==> src/rtl/segscr_pkg.sv <==
// Shared types for the segment ID scrambler.
// Assumes: segment mode is a single bit travelling with each request.
package segscr_pkg;
    typedef enum logic {
        SEG_256M = 1'b0,
        SEG_1T   = 1'b1
    } seg_mode_e;
endpackage

==> src/rtl/segscr_proto.sv <==
// Forms the proto-identifier, the context actually used, and the bad-address flag.
// Purely combinational.
// Assumes RANGE_BITS < EA_W - REGION_W and that ESID fields lie below RANGE_BITS.
module segscr_proto
    import segscr_pkg::*;
#(
    parameter int CTX_W       = 19,
    parameter int ESID_S_W    = 18,
    parameter int ESID_L_W    = 6,
    parameter int SHIFT_S     = 28,
    parameter int SHIFT_L     = 40,
    parameter int EA_W        = 64,
    parameter int REGION_W    = 4,
    parameter int RANGE_BITS  = 46,
    parameter int KERN_FIRST  = 12,
    localparam int N_S        = CTX_W + ESID_S_W
) (
    input  logic [CTX_W-1:0] ctx_in,
    input  logic [EA_W-1:0]  ea,
    input  seg_mode_e        mode,
    input  logic             kernel,
    output logic [CTX_W-1:0] ctx_sel,
    output logic [N_S-1:0]   proto,
    output logic             bad
);
    localparam int MAX_USER = (1 << CTX_W) - 5;

    logic [REGION_W-1:0] region;
    logic [ESID_S_W-1:0] esid_s;
    logic [ESID_L_W-1:0] esid_l;

    assign region = ea[EA_W-1 -: REGION_W];
    assign esid_s = ea[SHIFT_S +: ESID_S_W];
    assign esid_l = ea[SHIFT_L +: ESID_L_W];

    // Pick the user context or the one derived from the region nibble.
    always_comb begin
        if (kernel)
            ctx_sel = CTX_W'(MAX_USER + 1) + CTX_W'(region) - CTX_W'(KERN_FIRST);
        else
            ctx_sel = ctx_in;
    end

    // Place the context above the segment number for the chosen mode.
    always_comb begin
        if (mode == SEG_1T)
            proto = N_S'({ctx_sel, esid_l});
        else
            proto = {ctx_sel, esid_s};
    end

    // Any address bit between the range limit and the region nibble marks a bad address.
    assign bad = |ea[EA_W-REGION_W-1:RANGE_BITS];
endmodule

==> src/rtl/segscr_mul.sv <==
// Stage 1: registers proto × multiplier, with valid, mode and bad flag.
// Assumes the product fits PROD_W = N_S + MULT_W bits.
module segscr_mul
    import segscr_pkg::*;
#(
    parameter int          N_S    = 37,
    parameter int          N_L    = 25,
    parameter int          MULT_W = 24,
    parameter logic [23:0] MULT   = 24'd12538073,
    localparam int         PROD_W = N_S + MULT_W
) (
    input  logic              clk,
    input  logic              rst_n,
    input  logic              v_in,
    input  seg_mode_e         mode_in,
    input  logic              bad_in,
    input  logic [N_S-1:0]    proto_in,
    output logic              v_q,
    output seg_mode_e         mode_q,
    output logic              bad_q,
    output logic [PROD_W-1:0] prod_q
);
    logic [PROD_W-1:0] prod_d;

    // Full-width product of proto and the fixed prime.
    assign prod_d = PROD_W'(proto_in) * PROD_W'(MULT);

    // Valid register with reset.
    always_ff @(posedge clk) begin
        if (!rst_n) v_q <= 1'b0;
        else        v_q <= v_in;
    end

    // Data registers, loaded with each request.
    always_ff @(posedge clk) begin
        if (v_in) begin
            prod_q <= prod_d;
            mode_q <= mode_in;
            bad_q  <= bad_in;
        end
    end

    p_valid_follow_r6: assert property (@(posedge clk) disable iff (!rst_n)
        $past(rst_n) |-> (v_q == $past(v_in)));

    p_prod_width_1t_r2: assert property (@(posedge clk) disable iff (!rst_n)
        (v_q && mode_q == SEG_1T) |-> (prod_q[PROD_W-1:N_L+MULT_W] == '0));
endmodule

==> src/rtl/segscr_fold.sv <==
// Stage 2: adds the product's high part to its low n bits, with n chosen by mode.
// Assumes the high part is at most MULT_W bits wide, so the sum fits N_S+1 bits.
module segscr_fold
    import segscr_pkg::*;
#(
    parameter int  N_S    = 37,
    parameter int  N_L    = 25,
    parameter int  MULT_W = 24,
    localparam int PROD_W = N_S + MULT_W,
    localparam int X_W    = N_S + 1
) (
    input  logic              clk,
    input  logic              rst_n,
    input  logic              v_in,
    input  seg_mode_e         mode_in,
    input  logic              bad_in,
    input  logic [PROD_W-1:0] prod_in,
    output logic              v_q,
    output seg_mode_e         mode_q,
    output logic              bad_q,
    output logic [X_W-1:0]    x_q
);
    localparam logic [N_S-1:0] MASK_L = {{(N_S-N_L){1'b0}}, {N_L{1'b1}}};
    localparam logic [X_W-1:0] X_MAX_S = X_W'({N_S{1'b1}}) + X_W'({MULT_W{1'b1}});
    localparam logic [X_W-1:0] X_MAX_L = X_W'(MASK_L) + X_W'({MULT_W{1'b1}});

    logic [N_S-1:0] lo;
    logic [X_W-1:0] x_d;

    // Low n bits of the product for the active mode.
    assign lo = (mode_in == SEG_1T) ? (prod_in[N_S-1:0] & MASK_L) : prod_in[N_S-1:0];

    // High part shifted down by n and added to the low part.
    always_comb begin
        if (mode_in == SEG_1T)
            x_d = X_W'(prod_in[PROD_W-1:N_L]) + X_W'(lo);
        else
            x_d = X_W'(prod_in[PROD_W-1:N_S]) + X_W'(lo);
    end

    // Valid register with reset.
    always_ff @(posedge clk) begin
        if (!rst_n) v_q <= 1'b0;
        else        v_q <= v_in;
    end

    // Data registers.
    always_ff @(posedge clk) begin
        if (v_in) begin
            x_q    <= x_d;
            mode_q <= mode_in;
            bad_q  <= bad_in;
        end
    end

    p_valid_follow_r6: assert property (@(posedge clk) disable iff (!rst_n)
        $past(rst_n) |-> (v_q == $past(v_in)));

    p_fold_bound_r3: assert property (@(posedge clk) disable iff (!rst_n)
        v_q |-> (x_q <= ((mode_q == SEG_1T) ? X_MAX_L : X_MAX_S)));
endmodule

==> src/rtl/segscr_fix.sv <==
// Stage 3: end-around correction. result = (x + ((x+1) >> n)) mod 2^n.
// A bad address is forced to zero.
// Assumes x < 2^(n+1) - 1, so (x+1) >> n is a single bit.
module segscr_fix
    import segscr_pkg::*;
#(
    parameter int  N_S = 37,
    parameter int  N_L = 25,
    localparam int X_W = N_S + 1
) (
    input  logic           clk,
    input  logic           rst_n,
    input  logic           v_in,
    input  seg_mode_e      mode_in,
    input  logic           bad_in,
    input  logic [X_W-1:0] x_in,
    output logic           v_q,
    output logic [N_S-1:0] res_q
);
    localparam logic [N_S-1:0] MASK_S = {N_S{1'b1}};
    localparam logic [N_S-1:0] MASK_L = {{(N_S-N_L){1'b0}}, {N_L{1'b1}}};

    logic [X_W-1:0] xp1;
    logic           carry;
    logic [X_W-1:0] sum;
    logic [N_S-1:0] res_d;
    seg_mode_e      mode_q;

    assign xp1   = x_in + X_W'(1);
    assign carry = (mode_in == SEG_1T) ? xp1[N_L] : xp1[N_S];
    assign sum   = x_in + X_W'(carry);

    // Mask to n bits, or zero for a bad address.
    always_comb begin
        if (bad_in)
            res_d = '0;
        else
            res_d = sum[N_S-1:0] & ((mode_in == SEG_1T) ? MASK_L : MASK_S);
    end

    // Valid register with reset.
    always_ff @(posedge clk) begin
        if (!rst_n) v_q <= 1'b0;
        else        v_q <= v_in;
    end

    // Result and mode registers.
    always_ff @(posedge clk) begin
        if (v_in) begin
            res_q  <= res_d;
            mode_q <= mode_in;
        end
    end

    p_valid_follow_r6: assert property (@(posedge clk) disable iff (!rst_n)
        $past(rst_n) |-> (v_q == $past(v_in)));

    p_bad_zero_r4: assert property (@(posedge clk) disable iff (!rst_n)
        (v_in && bad_in) |=> (res_q == '0));

    p_res_below_mod_r3: assert property (@(posedge clk) disable iff (!rst_n)
        v_q |-> (res_q != ((mode_q == SEG_1T) ? MASK_L : MASK_S)));

    p_high_clear_1t_r2: assert property (@(posedge clk) disable iff (!rst_n)
        (v_q && mode_q == SEG_1T) |-> ((res_q & ~MASK_L) == '0));
endmodule

==> src/rtl/segscr_top.sv <==
// Segment ID scrambler: proto formation, multiply, fold and correction.
// Latency is three cycles; a new request may enter every cycle.
// Assumes user contexts stay at or below 2^CTX_W - 5.
module segscr_top
    import segscr_pkg::*;
#(
    parameter int          CTX_W      = 19,
    parameter int          ESID_S_W   = 18,
    parameter int          ESID_L_W   = 6,
    parameter int          SHIFT_S    = 28,
    parameter int          SHIFT_L    = 40,
    parameter int          EA_W       = 64,
    parameter int          REGION_W   = 4,
    parameter int          RANGE_BITS = 46,
    parameter int          KERN_FIRST = 12,
    parameter int          MULT_W     = 24,
    parameter logic [23:0] MULT       = 24'd12538073,
    localparam int         N_S        = CTX_W + ESID_S_W,
    localparam int         N_L        = CTX_W + ESID_L_W,
    localparam int         PROD_W     = N_S + MULT_W,
    localparam int         X_W        = N_S + 1
) (
    input  logic             clk,
    input  logic             rst_n,
    input  logic             in_valid,
    input  logic [CTX_W-1:0] in_context,
    input  logic [EA_W-1:0]  in_ea,
    input  logic             in_seg_1t,
    input  logic             in_kernel,
    output logic             out_valid,
    output logic [N_S-1:0]   out_vsid
);
    localparam logic [CTX_W-1:0] MAX_USER = CTX_W'((1 << CTX_W) - 5);

    seg_mode_e         mode_in;
    logic [CTX_W-1:0]  ctx_sel;
    logic [N_S-1:0]    proto;
    logic              bad;

    logic              v1, bad1;
    seg_mode_e         mode1;
    logic [PROD_W-1:0] prod1;

    logic              v2, bad2;
    seg_mode_e         mode2;
    logic [X_W-1:0]    x2;

    assign mode_in = seg_mode_e'(in_seg_1t);

    segscr_proto #(
        .CTX_W(CTX_W), .ESID_S_W(ESID_S_W), .ESID_L_W(ESID_L_W),
        .SHIFT_S(SHIFT_S), .SHIFT_L(SHIFT_L), .EA_W(EA_W),
        .REGION_W(REGION_W), .RANGE_BITS(RANGE_BITS), .KERN_FIRST(KERN_FIRST)
    ) u_proto (
        .ctx_in(in_context), .ea(in_ea), .mode(mode_in), .kernel(in_kernel),
        .ctx_sel(ctx_sel), .proto(proto), .bad(bad)
    );

    segscr_mul #(.N_S(N_S), .N_L(N_L), .MULT_W(MULT_W), .MULT(MULT)) u_mul (
        .clk(clk), .rst_n(rst_n), .v_in(in_valid), .mode_in(mode_in),
        .bad_in(bad), .proto_in(proto),
        .v_q(v1), .mode_q(mode1), .bad_q(bad1), .prod_q(prod1)
    );

    segscr_fold #(.N_S(N_S), .N_L(N_L), .MULT_W(MULT_W)) u_fold (
        .clk(clk), .rst_n(rst_n), .v_in(v1), .mode_in(mode1),
        .bad_in(bad1), .prod_in(prod1),
        .v_q(v2), .mode_q(mode2), .bad_q(bad2), .x_q(x2)
    );

    segscr_fix #(.N_S(N_S), .N_L(N_L)) u_fix (
        .clk(clk), .rst_n(rst_n), .v_in(v2), .mode_in(mode2),
        .bad_in(bad2), .x_in(x2),
        .v_q(out_valid), .res_q(out_vsid)
    );

    p_user_ctx_limit_r8: assert property (@(posedge clk) disable iff (!rst_n)
        (in_valid && !in_kernel) |-> (in_context <= MAX_USER));

    p_kernel_ctx_r5: assert property (@(posedge clk) disable iff (!rst_n)
        (in_valid && in_kernel && in_ea[EA_W-1:EA_W-2] == 2'b11)
        |-> (ctx_sel == {{(CTX_W-2){1'b1}}, in_ea[EA_W-3:EA_W-4]}));
endmodule

==> config.mk <==
export PLATFORM = sky130hd
export DESIGN_NAME = segscr_top
export DESIGN_NICKNAME = d
export VERILOG_FILES = /design/src/rtl/segscr_pkg.sv /design/src/rtl/segscr_proto.sv /design/src/rtl/segscr_mul.sv /design/src/rtl/segscr_fold.sv /design/src/rtl/segscr_fix.sv /design/src/rtl/segscr_top.sv
export SDC_FILE = /design/constraint.sdc
export NUM_CORES = 1
export LEC_CHECK = 0
export ABC_AREA = 1
export BUFFER_PORTS_ARGS = -buffer_cell sky130_fd_sc_hd__buf_2
export CAP_MARGIN = 20
export CORE_ASPECT_RATIO = 1.75
export CORE_MARGIN = 1
export CORE_UTILIZATION = 59
export DETAILED_ROUTE_END_ITERATION = 10
export PLACE_DENSITY = 0.8
export SETUP_SLACK_MARGIN = 0.05
export SLEW_MARGIN = 15
export SYNTH_ARGS = -nofsm -noshare
export SYNTH_HDL_FRONTEND = slang
export SYNTH_SLANG_ARGS = --single-unit
==> constraint.sdc <==
create_clock -name clk -period 7.25 [get_ports clk]
set_input_delay 1.0875 -clock clk [delete_from_list [all_inputs] [get_ports clk]]
set_output_delay 1.0875 -clock clk [all_outputs]
set_load 0.02 [all_outputs]
; Word-level counts from Yosys, hierarchy flattened
; Index checks and enable logic that the tools add are counted.
[classes]
addsub = 6
multipliers = 1
mux = 6
bitwise_logic = 1
n_reduce_logical = 1
[op_table]
columns = operator, count
row1 = $mux W37, 3
row2 = $mul A37 B24 Y61 const B, 1
row3 = $add A24 B37 Y38, 1
row4 = $add A36 B37 Y38, 1
row5 = $add A38 B1 Y38 const B, 1
row6 = $mux W38, 1
row7 = $add A37 B1 Y37, 1
row8 = $and A37 B37 Y37, 1
row9 = $mux W19, 1
row10 = $sub A19 B4 Y19 const B, 1
row11 = $reduce_or A14 Y1, 1
row12 = $add A3 B5 Y6 const A, 1
row13 = $mux W1, 1
[word_totals]
reg_bits = 143
inputBits = 88
wordCells = 25

; Logic depth before layout (Yosys ltp)
[logic_depth]
word_depth = 5
depth_mapped = 34

; Modules after synthesis
; From an unflattened synthesis, not the netlist that was laid out.
[hier_totals]
hier_cells = 3436
area_unflattened_um2 = 27488.9
[by_module_without_submodules]
columns = module, instances, cells_each, area_per_inst_um2
row1 = segscr_mul, 1, 2339, 20313.2
row2 = segscr_fold, 1, 646, 4102.7
row3 = segscr_fix, 1, 311, 2479.9
row4 = segscr_proto, 1, 140, 593.1

; Least setup slack after synthesis
; Ideal clock, no wire load.
[synth_timing]
path_kind = input -> register
startpoint = input in_seg_1t
endpoint = register u_mul.prod_q[52], data pin
setup_ns = 0.253
arrival_ns = 7.325
path_slack_ns = -0.327
path_stages = 26
path_buffers = 3
path_cell_list = buf_2 > clkbuf_1 > clkbuf_1 > o21ai_0 > o21ai_0 > inv_1 > fa_1 > fa_1 > inv_1 > fa_1 > fa_1 > fa_1 > fa_1 > inv_1 > fa_1 > inv_1 > ha_1 > nand2_1 > nor2_1 > inv_1 > nor2_1 > nand2_1 > nor2_1 > nand2_1 > nand4_1 > nand2_1
[synth_between]
elab_chain_len = 2
[synth_rtl]
columns = element, line
row1 = from (decl), segscr_top.sv:28  ; input logic in_seg_1t,
row2 = $mux W37, segscr_proto.sv:46  ; if (mode == SEG_1T)
row3 = $mul A37 B24 Y61, segscr_mul.sv:26  ; assign prod_d = PROD_W'(proto_in) * PROD_W'(MULT);
row4 = net u_mul.prod_d[52], segscr_mul.sv:23  ; logic [PROD_W-1:0] prod_d;
row5 = to (signal assigned), segscr_mul.sv:37  ; prod_q <= prod_d;
row6 = to (decl), segscr_mul.sv:21  ; output logic [PROD_W-1:0] prod_q
; The timed path passes the listed nets, and every way through them passes these cells.
; A chain may end at the register's enable or synchronous reset.

; Final worst setup path
[layout_timing]
startpoint = input in_ea[63]
endpoint = register u_mul.prod_q[56], data pin
[layout_between]
elab_chain_len = 5
[layout_rtl]
columns = element, line
row1 = from (decl), segscr_top.sv:27  ; input logic [EA_W-1:0] in_ea,
row2 = $add A3 B5 Y6, segscr_proto.sv:39  ; ctx_sel = CTX_W'(MAX_USER + 1) + CTX_W'(region) - CTX_W'(KERN_FIRST);
row3 = $sub A19 B4 Y19, segscr_proto.sv:39
row4 = $mux W19, segscr_proto.sv:38  ; if (kernel)
row5 = $mux W37, segscr_proto.sv:46
row6 = $mul A37 B24 Y61, segscr_mul.sv:26
row7 = net u_mul.prod_d[56], segscr_mul.sv:23
; The timed path passes the listed nets, and every way through them passes these cells.

==> results by group <==
Logic synthesis
  • Synthesis-stage register bit count: 143
  • Avg Synthesized Cell Area: 7.89 um^2
  • Post-Syn Nets: 4283
  • Synth area leader: fa_1
  • Top cells by area, synth: fa_1, ha_1, edfxtp_1
  • Cell count after synthesis: 3455
  • Count of cell types in the netlist: 41
  • Synth Cell Area: 0.0273 mm^2
  • Sequential-to-total area share from yosys stat: 0.156
  • Area share of the largest cell type after synthesis: 0.288
  • Number of warnings printed during yosys synthesis: 0

STA
  • Max-Slew Margin vs Limit: 0.137
  • Worst hold slack: 0.428 ns
  • Crit share post-route: 0.985
  • Period minus WS final: 7.14 ns
  • Clk_skew: 0.00792 ns
  • Total count of max-transition violations in the final report: 0
  • Final critical-path setup slack: 0.112 ns
  • Finish-stage setup viols: 0
  • Measured slew at the worst slew-check pin: 1.28 ns
  • Fmax: 140 MHz
  • Final number of hold-violating endpoints: 0

Place
  • Port Buf Inserts: 97
  • Placed Instance Area: 0.0311 mm^2
  • HPWL Detailed: 82.4 mm
  • Worst slack at placement: -0.653 ns
  • Placer congestion estimate: 1.08

Clocking
  • Clock Sinks: 143
  • Latest clock arrival within the worst-skew pair: 0.45 ns
  • Total CTS buffers: 17
  • CTS root buffer: clkbuf_16
  • TritonCTS clock tree: done
  • H-tree depth: 4
  • Reg clk slew, reported paths: 0.06 ns
  • Longest Clk Path Bufs: 2

Drt
  • Residual DRC count: 0
  • Final wirelength: 97.9 mm
  • Via count normalized by instance count: 5.39
  • Number of design-rule violations left by the first detailed-router iteration: 1354
  • Overall via count from detail_route: 24.3k
  • Post-detailed-route wirelength per cell: 21.7 um
  • Total iterations of the first detailed-routing run: 5
  • Remaining antenna violation count: 0

Final layout
  • Post-synthesis to final-layout area growth: 20.0%
  • Commonest cells after routing, fill and taps aside: inv_1, nand2_1, buf_4, fa_1, ha_1
  • Most frequent standard cell in the layout excluding fill and tap cells: inv_1
  • Proportion of layout cells with a drive suffix above 1: 0.185
  • Share of the core filled with cells in the final layout: 0.721
  • Final std cell area, no fill: 0.0327 mm^2
  • Final Net Count: 4743
  • Count of filler cells inserted in the layout: 3546

Floorplan
  • Number of cell rows: 103
  • Die outline height: 286 um
  • Die Area: 0.0471 mm^2
  • Number of top-level pins: 126
  • Width of the die: 164 um
  • Core area: 0.0454 mm^2
  • Initial core utilization: 0.601

Critical path
  • Most numerous cell on the critical path: fa_1
  • Start-to-end type of the worst setup path: input pin to flip-flop
  • Startpoint Class: input pin
  • Slowest cell delay on critical path: 0.65 ns
  • CP Data Arrival Time: 7.35 ns
  • Master of the slowest instance on the critical path: fa_2
  • Peak fanout along the critical path: 4
  • Crit end category: flip-flop
  • Worst endpoint required time: 7.46 ns

GRT
  • Global route hottest layer: met2
  • Met1 track demand over resource: 0.346
  • Number of global-route vias before repair: 26.2k
  • Largest net degree at the start of global routing: 65
  • Antenna violations before repair: 2
  • Combined global-route utilization of all metal layers: 0.433
  • Global routing met3 resource utilization: 0.0971
  • First-pass GRT wire length: 145 mm
  • Overall overflow remaining after global route: 0
  • GRT met2 Usage: 0.773

Min path
  • HP Class: flip-flop to flip-flop

Run
  • Number of maximum-capacitance constraint violations: 0

Status
  • Status: completed
-- worst max-delay path: cells and delay by family --
family                     cells  cell delay (ns)
buffers and inverters          8             0.81
AOI/OAI and AO/OA              3             0.39
adders and majority gates      8             3.79
and+or+nand+nor                9             1.12
xor gates and xnor gates       1             0.14
-- stage by stage --
stage	TNS, ns	instances
global route	-1.62	4506
finish	0	4507
detailed placement	-18.76	4462
floorplan	0	3455
global placement	-12.91	4462
CTS	0	4494
-- sequential cells by signal (all words and copies together), names as in the netlist --
name / cells
u_fold.x_q: 38
u_mul.bad_q: 1
u_fold.mode_q: 1
u_fold.bad_q: 1
u_fix.res_q: 37
u_mul.prod_q: 61
u_mul.mode_q: 1
u_fix.v_q: 1
u_mul.v_q: 1
u_fold.v_q: 1
-- what timing repair did --
action	CTS	global route
gates resized for setup	30	201
endpoints found under the setup margin	29	40
hold buffers	0	0
buffers inserted	0	10
pin swaps	7	83
-- metal layers --
layer	share of wire	vias up	wire (um)
met2	0.51	1018	50000
met3	0.060	595	5860
met1	0.28	11400	26900
met5	0.00011	-	11
met4	0.15	2	15100
li1	-	11300	-
-- logic make-up after synthesis --
kind of cell | share of synthesized area
fa+ha+maj | 0.448
xor+xnor | 0.0244
simple gates | 0.194
flops | 0.156
buf+inv | 0.141
compound gates | 0.0368
-- cell type report --
cell class	instances	area [um^2]	share of cell area
Tap cell	577	722	0.0221
Multi-Input combinational cell	2295	20100	0.614
Clock buffer	20	447	0.0137
Timing Repair Buffer	460	3260	0.0997
Inverter	998	3750	0.115
Sequential cell	143	4260	0.130
Clock inverter	12	159	0.00486
Antenna cell	2	5.00	0.000153
-- cells in the mapped netlist (all sizes together) --
master and n:
nand3 109, o21a 3, xnor2 12, and2 7
a21o 4, nand2 838, a21oi 70, nor2 252
nand3b 3, ha 348, o211ai 1, o21ai 94
nor3b 1, or2 8, clkbuf 13, dfxtp 3
inv 998, nand4 38, o21bai 9, and3 2
a31oi 1, nor3 32, edfxtp 140, a21boi 2
buf 6, xor2 64, nor4 5, fa 392
-- final timing paths --
kind | startpoint | to | slack [ns] | cells past startpoint
max reg2reg | u_fold.x_q[17]$_DFFE_PP_ | u_fix.res_q[36]$_SDFFCE_PP0P_ | 2.05 | 19
min reg2reg | u_mul.bad_q$_DFFE_PP_ | u_fold.bad_q$_DFFE_PP_ | 0.43 | 0
max | in_ea[63] | u_mul.prod_q[56]$_DFFE_PP_ | 0.11 | 29
min | u_mul.bad_q$_DFFE_PP_ | u_fold.bad_q$_DFFE_PP_ | 0.43 | 0
Power is not shown: default switching activity piles up to over one toggle a cycle in this logic, so the estimate is an artifact.
